### config.mk
export PLATFORM = sky130hd
export DESIGN_NAME = trig_pwm_timer
export DESIGN_NICKNAME = d
export VERILOG_FILES = /design/src/rtl/ptt_pkg.sv /design/src/rtl/ptt_trig_edge.sv /design/src/rtl/ptt_prescale.sv /design/src/rtl/ptt_counter.sv /design/src/rtl/ptt_seq.sv /design/src/rtl/trig_pwm_timer.sv
export SDC_FILE = /design/constraint.sdc
export NUM_CORES = 1
export LEC_CHECK = 0
export ABC_AREA = 1
export CORE_MARGIN = 2
export CORE_UTILIZATION = 44
export DETAILED_ROUTE_END_ITERATION = 6
export PLACE_DENSITY = 0.81
export SYNTH_ARGS = -nofsm -noshare
export SYNTH_HDL_FRONTEND = slang
export SYNTH_SLANG_ARGS = --single-unit
### constraint.sdc
create_clock -name clk -period 2.09 [get_ports clk]
set_input_delay 0.418 -clock clk [delete_from_list [all_inputs] [get_ports clk]]
set_output_delay 0.418 -clock clk [all_outputs]
set_load 0.01 [all_outputs]
### src/rtl/ptt_pkg.sv
package ptt_pkg;

    // Start source encoding (also the trigger edge selection)
    typedef enum logic [1:0] {
        SRC_SOFT = 2'b00,
        SRC_RISE = 2'b01,
        SRC_FALL = 2'b10,
        SRC_BOTH = 2'b11
    } start_src_e;

    typedef struct packed {
        logic cmp;
        logic arr;
    } match_t;

    function automatic logic edge_seen(start_src_e src, logic now_l, logic was_l);
        case (src)
            SRC_RISE: return now_l & ~was_l;
            SRC_FALL: return ~now_l & was_l;
            SRC_BOTH: return now_l ^ was_l;
            default:  return 1'b0;
        endcase
    endfunction

endpackage

### src/rtl/ptt_trig_edge.sv
module ptt_trig_edge
    import ptt_pkg::*;
#(
    parameter int SYNC = 2
) (
    input  logic       clk,
    input  logic       rst,
    input  logic       trig_i,
    input  start_src_e src_i,
    output logic       edge_o
);
    // SYNC flops resynchronise the pin, one more holds the previous level
    logic [SYNC:0] shf_q;

    always_ff @(posedge clk) begin
        if (rst) begin
            shf_q  <= '0;
            edge_o <= 1'b0;
        end else begin
            shf_q  <= {shf_q[SYNC-1:0], trig_i};
            edge_o <= edge_seen(src_i, shf_q[SYNC-1], shf_q[SYNC]);
        end
    end
endmodule

### src/rtl/ptt_prescale.sv
module ptt_prescale #(
    parameter int PSC_W = 3
) (
    input  logic             clk,
    input  logic             rst,
    input  logic             run_i,
    input  logic             clr_i,
    input  logic [PSC_W-1:0] psc_i,
    output logic             tick_o
);
    localparam int DIV_W = (1 << PSC_W) - 1;

    logic [DIV_W-1:0] div_q;
    logic [DIV_W-1:0] mask;

    always_comb begin
        mask   = DIV_W'((32'd1 << psc_i) - 32'd1);
        tick_o = run_i && ((div_q & mask) == mask);
    end

    always_ff @(posedge clk) begin
        if (rst || !run_i || clr_i) div_q <= '0;
        else                        div_q <= div_q + 1'b1;
    end

    // with division above 1, two ticks never fall on adjacent cycles
    p_tick_gap_r9: assert property (@(posedge clk) disable iff (rst)
        tick_o && (psc_i != '0) |=> !tick_o || (psc_i != $past(psc_i)));
endmodule

### src/rtl/ptt_counter.sv
module ptt_counter
    import ptt_pkg::*;
#(
    parameter int W = 16
) (
    input  logic         clk,
    input  logic         rst,
    input  logic         run_i,
    input  logic         tick_i,
    input  logic         clr_i,
    input  logic [W-1:0] cmp_i,
    input  logic [W-1:0] arr_i,
    output logic [W-1:0] cnt_o,
    output match_t       match_o
);
    logic step;

    always_comb begin
        step        = run_i && tick_i;
        match_o.cmp = step && (cnt_o == cmp_i);
        match_o.arr = step && (cnt_o == arr_i);
    end

    always_ff @(posedge clk) begin
        if (rst || clr_i)  cnt_o <= '0;
        else if (step)     cnt_o <= (cnt_o == arr_i) ? '0 : cnt_o + 1'b1;
    end

    // between ticks the count holds
    p_hold_r9: assert property (@(posedge clk) disable iff (rst)
        !tick_i && !clr_i |=> $stable(cnt_o));
    // on a tick below the reload value the count steps by one
    p_step_r5: assert property (@(posedge clk) disable iff (rst)
        step && !clr_i && (cnt_o != arr_i) |=> cnt_o == $past(cnt_o) + 1'b1);
endmodule

### src/rtl/ptt_seq.sv
module ptt_seq
    import ptt_pkg::*;
#(
    parameter int SW_STAGES = 2
) (
    input  logic       clk,
    input  logic       rst,
    input  logic       en_i,
    input  logic       str_one_i,
    input  logic       str_cont_i,
    input  start_src_e src_i,
    input  logic       set_once_i,
    input  logic       timeout_i,
    input  logic       edge_i,
    input  logic       arr_hit_i,
    output logic       run_o,
    output logic       restart_o,
    output logic       accept_o
);
    logic                 armed_q, cont_q, used_q;
    logic [SW_STAGES-1:0] sw_q;
    logic                 strobe;

    always_comb begin
        strobe    = str_one_i || str_cont_i;
        accept_o  = edge_i && armed_q && (src_i != SRC_SOFT) &&
                    (run_o ? timeout_i : !(set_once_i && used_q));
        restart_o = accept_o && run_o;
    end

    always_ff @(posedge clk) begin
        if (rst || !en_i) begin
            armed_q <= 1'b0;
            cont_q  <= 1'b0;
            used_q  <= 1'b0;
            sw_q    <= '0;
            run_o   <= 1'b0;
        end else begin
            if (strobe) begin
                armed_q <= 1'b1;
                used_q  <= 1'b0;
                cont_q  <= str_cont_i;
            end
            sw_q <= {sw_q[SW_STAGES-2:0], strobe && (src_i == SRC_SOFT)};
            if (accept_o) used_q <= 1'b1;
            if (run_o) begin
                if (arr_hit_i && !cont_q && !restart_o) run_o <= 1'b0;
            end else if (sw_q[SW_STAGES-1] || accept_o) begin
                run_o <= 1'b1;
            end
        end
    end

    // disabling stops the counter
    p_off_r1: assert property (@(posedge clk) disable iff (rst)
        !en_i |=> !run_o);
    // a one-shot run ends at the reload match
    p_oneshot_end_r4: assert property (@(posedge clk) disable iff (rst)
        run_o && arr_hit_i && !cont_q && !accept_o |=> !run_o);
    // continuous counting does not stop while enabled
    p_cont_run_r5: assert property (@(posedge clk) disable iff (rst)
        run_o && cont_q && en_i |=> run_o);
    // a trigger is taken while running only for a timeout restart
    p_discard_r4: assert property (@(posedge clk) disable iff (rst)
        accept_o && run_o |-> timeout_i);
    // once used, the first-trigger-only start accepts nothing more
    p_setonce_r6: assert property (@(posedge clk) disable iff (rst)
        set_once_i && used_q && !run_o |-> !accept_o);
endmodule

### src/rtl/trig_pwm_timer.sv
module trig_pwm_timer
    import ptt_pkg::*;
#(
    parameter int W     = 16,
    parameter int PSC_W = 3
) (
    input  logic             clk,
    input  logic             rst,
    input  logic             en_i,
    input  logic             start_one_i,
    input  logic             start_cont_i,
    input  logic             trig_i,
    input  logic [1:0]       trig_src_i,
    input  logic             set_once_i,
    input  logic             timeout_i,
    input  logic             pol_i,
    input  logic [PSC_W-1:0] psc_i,
    input  logic [W-1:0]     cmp_i,
    input  logic [W-1:0]     arr_i,
    output logic [W-1:0]     cnt_o,
    output logic             wave_o,
    output logic             cmp_match_o,
    output logic             arr_match_o,
    output logic             trig_ok_o
);
    start_src_e src;
    logic       edge_q, run, restart, tick, cnt_clr;
    match_t     hit;

    assign src     = start_src_e'(trig_src_i);
    assign cnt_clr = !en_i || restart;

    ptt_trig_edge #(.SYNC(2)) u_edge (
        .clk(clk), .rst(rst), .trig_i(trig_i), .src_i(src), .edge_o(edge_q)
    );

    ptt_seq #(.SW_STAGES(2)) u_seq (
        .clk(clk), .rst(rst), .en_i(en_i),
        .str_one_i(start_one_i), .str_cont_i(start_cont_i),
        .src_i(src), .set_once_i(set_once_i), .timeout_i(timeout_i),
        .edge_i(edge_q), .arr_hit_i(hit.arr),
        .run_o(run), .restart_o(restart), .accept_o(trig_ok_o)
    );

    ptt_prescale #(.PSC_W(PSC_W)) u_psc (
        .clk(clk), .rst(rst), .run_i(run), .clr_i(restart),
        .psc_i(psc_i), .tick_o(tick)
    );

    ptt_counter #(.W(W)) u_cnt (
        .clk(clk), .rst(rst), .run_i(run), .tick_i(tick), .clr_i(cnt_clr),
        .cmp_i(cmp_i), .arr_i(arr_i), .cnt_o(cnt_o), .match_o(hit)
    );

    always_comb begin
        cmp_match_o = hit.cmp;
        arr_match_o = hit.arr;
        wave_o      = (cnt_o >= cmp_i) ^ pol_i;
    end

    // an idle counter reads zero
    p_idle_zero_r1: assert property (@(posedge clk) disable iff (rst)
        !run |-> cnt_o == '0);
    // match pulses only while counting
    p_pulse_run_r11: assert property (@(posedge clk) disable iff (rst)
        (cmp_match_o || arr_match_o) |-> run);
endmodule

After elaboration in Yosys (flattened, before gate mapping)
Index checks and enable logic that the tools add are counted.
- output and inout bits: 20
- register bits: 33
- logic and storage cells: 62
- bitwise logic cells: 7
- multiplexer cells: 8
- equal/unequal tests: 6
- magnitude comparators: 1
- add/sub/neg operators: 3
- shift operators: 1
- reduce and logical (&&, ||, !) cells: 27
- operators with widths (kind ; count):
    $eq A16 B16 Y1 ; 2
    $add A16 B1 Y16 const B ; 1
    $ge A16 B16 Y1 ; 1
    $mux W16 ; 1
    $logic_and A1 B1 Y1 ; 12
    $add A7 B1 Y7 const B ; 1
    $and A7 B7 Y7 ; 1
    $eq A7 B7 Y1 ; 1
    $logic_or A1 B1 Y1 ; 7
    $shl A1 B3 Y7 const A ; 1
    $sub A7 B1 Y7 const B ; 1
    $mux W1 ; 6
    $logic_not A1 Y1 ; 5
    $eq A2 B2 Y1 const B ; 2
    $reduce_bool A2 Y1 ; 2
    $pmux W1 S3 ; 1
    $and A1 B1 Y1 ; 2
    $eq A2 B1 Y1 const B ; 1
    $logic_not A2 Y1 ; 1
    $not A1 Y1 ; 2
    $xor A1 B1 Y1 ; 2

Depth between registers and ports, before layout
- word-level depth: 11
- mapped depth: 13
- gate-level depth less buffers: 13

Hierarchy
Synthesis repeated with hierarchy kept, for this count alone.
- cell total of the unflattened synthesis: 403
- area, all modules: 2518.7 µm²
- by module, submodules not included (module ; sequential area each (µm²) ; instances ; cells each ; area each (µm²)):
    ptt_counter ; 320.3 ; 1 ; 217 ; 1273.7
    trig_pwm_timer ; 0.0 ; 1 ; 75 ; 464.2
    ptt_prescale ; 140.1 ; 1 ; 53 ; 360.3
    ptt_seq ; 120.1 ; 1 ; 33 ; 244.0
    ptt_trig_edge ; 80.1 ; 1 ; 25 ; 176.4

Least setup slack after synthesis
OpenSTA, ideal clock, no wires.
- kind: register to output
- from: register u_cnt.cnt_o[11]
- to: output port wave_o
- arrival time: 1.414 ns
- slack: 0.258 ns
- data required time: 1.672 ns
- cell stages (with the launch flop): 12
- cells stage by stage: dfxtp_1 -> ha_1 -> nand2_1 -> inv_1 -> nand4_1 -> inv_1 -> nand3_1 -> nand3_1 -> nor2_1 -> nand2_1 -> nand2_1 -> nand2_1
- word-level cells in the longest chain between the ends: 2
- ends and longest elaborated chain (element ; RTL line ; RTL):
    from (decl) ; ptt_counter.sv:13 ; output logic [W-1:0] cnt_o,
    from (signal assigned) ; ptt_counter.sv:26 ; else if (step) cnt_o <= (cnt_o == arr_i) ? '0 : cnt_o + 1'b1;
    $ge A16 B16 Y1 ; trig_pwm_timer.sv:58 ; wave_o = (cnt_o >= cmp_i) ^ pol_i;
    $xor A1 B1 Y1 ; trig_pwm_timer.sv:58 ;
    to (decl) ; trig_pwm_timer.sv:21 ; output logic wave_o,
No other way between the ends.

Worst setup path after layout
- from: register u_cnt.cnt_o[14]
- to: output port wave_o
Same word-level chain as after synthesis.

==> flow_summary.ini <==
[placement]
io_buffer_count = 65
detailedPlacementHpwl_um = 5289
place_area_um2 = 3386
routabilityCongestion = 0.8547

[setup_path]
critical_path_required_ns = 1.67
reg2reg_slack_ns = 0.11
ws_path_type = flip-flop to output pin
cp_max_fo = 3
critPathLaunchType = flip-flop
worst_ep_arrival_time_ns = 1.94
worst_setup_path_end_kind = output pin

[global_routing]
grt.overflow.total = 0
grt_pass1_wl_um = 11580
grt.total_usage_pct = 24.14
grt_pass1_vias = 2750
pin_count_of_the_biggest_net_entering_global_routing = 14
antenna_found_initial = 0

[synth]
distinct_cell_type_count_after_synthesis = 25
synthesis.area_um2 = 2320
synthesis.area_per_instance_um2 = 6.089
ys_seq_area_share_pct = 28.48
yosys_register_bits = 33
yosysWarnings = 0
count_of_mapped_cells_out_of_synthesis = 381
number_of_nets_in_the_synthesized_netlist = 447

[floorplanning]
io-pin-count = 66
chipHeight_um = 76.61
placement_rows = 26
floorplan.die_area_um2 = 5869
die_width_um = 76.61
core_um2 = 5107
floorplan.initialDensity_pct = 45.42

[clocking]
cts_root_buf = clkbuf_8
clock_latency_ns = 0.30
cts.reportedPaths.clkPinSlew_ns = 0.08
clock_sink_count = 33
cts_buffer_depth = 2
count_of_h_tree_levels_built_during_cts = 2
cts_buffers = 5
cts_tree = built

[status]
failed_checks = negative setup slack
outcome = finished, violations left

[finish]
final_net_count = 571
commonest_cells_after_routing_fill_and_taps_aside = 105 x nand2_1, 63 x inv_1, 49 x nor2_1
postLayoutCoreUtil_pct = 74.82
areaGrowthSynthToFinish_pct = 64.72
final_design_area_no_fill_um2 = 3821
fillCellCount = 383
final_layout_size_suffix_gt1_share_pct = 26.88
final_common_cell = nand2_1
antenna-diode-count = 0

[run]
reported_max_cap_violation_count = 0

[sta]
finalCritPeriodShare_pct = 112.8
max_freq_ghz = 0.4241
report.final.setup_viol = 2
setup_repair_after_global_routing_missed_its_margin = yes
worst_slew_margin_rel_pct = 73.55
timing.final.max_slew_violations = 0
finalSetupTns_ns = -0.4328
clock_skew_ns = 0.01056
postLayoutSetupSlackWorst_ns = -0.2680
hold_violations = 0
post-route-min-period_ns = 2.358
worst_slew_pin_slew_ns = 0.3937

[routing]
drc = 0
starting_drt_drc_count = 222
via_count = 2849
drt_pre_antenna_iters = 4
vias_per_cell = 4.946
route.final.wire_length_um = 7492
ant_nets = 0
wl_per_cell_um = 13.01

[power_and_ir_drop]
seq_power_share_pct = 43.4
p_int_mw = 1.090
p_comb_share_pct = 13.9
static-leakage-power_nw = 1.783
sw_frac_of_total_pct = 24.81
power.density_cell_area_nw_per_um2 = 379.5
switching_power_mw = 0.3599
vdd_ir_drop_max_mv = 0.4005
clockPowerShare_pct = 42.7

[min_path]
hold_path_class = flip-flop to flip-flop
through the flow:
| step | worst slack (ns) | power [mW] | hold slack [ns] | std cells |
|---|---|---|---|---|
| finish | -0.2680 | 1.450 | 0.4284 | 576 |
| global route | -0.3538 | 1.505 | 0.4551 | 576 |
| CTS | -0.1252 | 1.448 | 0.4332 | 573 |
| detailed placement | -0.8203 | 0.8436 | 0.4150 | 559 |
| global placement | -0.7879 | 0.8375 | 0.4073 | 559 |
| floorplan | 0.2576 | 0.7229 | 0.3883 | 381 |
worst max-delay path: stages (launching register included):
cell     delay [ns]
dfxtp_4        0.38
ha_4           0.26
nand2_2        0.07
nor2_2         0.16
nand4_1        0.10
inv_1          0.11
nand3_2        0.11
nand3_2        0.10
nor2_4         0.04
nand2_1        0.06
nand2_1        0.05
nand2_1        0.07
buf_2          0.13
state kept, by name, indices dropped and copies added (netlist names):
register / count
u_edge.shf_q: 3
u_seq.cont_q: 1
u_seq.sw_q: 2
u_psc.div_q: 7
u_seq.armed_q: 1
u_seq.run_o: 1
u_edge.edge_o: 1
u_seq.used_q: 1
u_cnt.cnt_o: 16
cells in the mapped netlist:
master	number	area, um2
xnor2_1	1	8.760
nor2_1	58	217.7
o211ai_1	1	7.510
nor3_2	1	10.01
nor4_1	2	12.51
nor3b_1	1	7.510
nor2_2	3	18.77
a31oi_1	1	6.260
nor2_4	2	22.52
nand2_1	111	416.7
o21ai_0	9	45.04
a21oi_1	24	120.1
nand3_1	11	55.05
inv_1	72	270.3
nand2_4	1	11.26
o21ai_2	1	8.760
dfxtp_1	33	660.6
inv_2	5	18.77
buf_6	2	22.52
nor3_1	10	50.05
nand4_1	7	43.79
nand2_2	2	12.51
ha_1	20	250.2
o21ai_1	1	5.000
xor2_1	2	17.52
area by class of cell:
| type | instances | area (um2) | share of cell area (%) |
|---|---|---|---|
| multi-input combinational | 269 | 1570 | 41.09 |
| tap | 70 | 87.58 | 2.292 |
| sequential | 33 | 691.9 | 18.11 |
| clock inverter | 3 | 46.29 | 1.212 |
| clock buffer | 5 | 68.82 | 1.801 |
| inverter | 77 | 289.0 | 7.564 |
| timing repair buffer | 119 | 1067 | 27.93 |
final timing paths:
| kind | endpoint | cells after the start | start |
|---|---|---|---|
| max | wave_o | 12 | u_cnt.cnt_o[14] |
| min | u_seq.sw_q[1] | 2 | u_seq.sw_q[0] |
| max reg2reg | u_cnt.cnt_o[6] | 11 | u_cnt.cnt_o[15] |
| min reg2reg | u_seq.sw_q[1] | 2 | u_seq.sw_q[0] |
cells by family after synthesis:
kind of cell | count (synthesis) | share of synthesized area [%]
flip-flops | 33 | 28.48
AO/OA/AOI/OAI | 37 | 8.307
AND/OR/NAND/NOR | 209 | 37.86
adder cells (fa/ha/maj) | 20 | 10.79
XOR/XNOR | 3 | 1.133
buffers and inverters | 79 | 13.43
power by group through the flow:
| stage | clock, mW | combinational (mW) | sequential, mW |
|---|---|---|---|
| 5_1_grt | 0.655 | 0.221 | 0.630 |
| 6_report | 0.620 | 0.201 | 0.629 |
| 3_5_place_dp | 0 | 0.192 | 0.652 |
| 2_1_floorplan | 0 | 0.0718 | 0.651 |
| 3_3_place_gp | 0 | 0.186 | 0.651 |
| 4_1_cts | 0.623 | 0.188 | 0.637 |
per-layer routing:
layer	GRT usage [%]	vias to the layer above	wire length (um)	part of all wire (%)
met4	7.818	0	169	2.3
met1	24.95	1297	2780	37
met3	5.450	20	389	5.2
met2	47.43	109	4153	55
li1	-	1423	-	-
met5	0	-	0	0
repair_timing:
action,in CTS,in global routing
pin swaps,46,25
endpoints found under the setup margin,4,18
buffers inserted,6,3
gates resized for setup,84,44
hold buffers,0,0
Power figures use the tool's default switching activity.
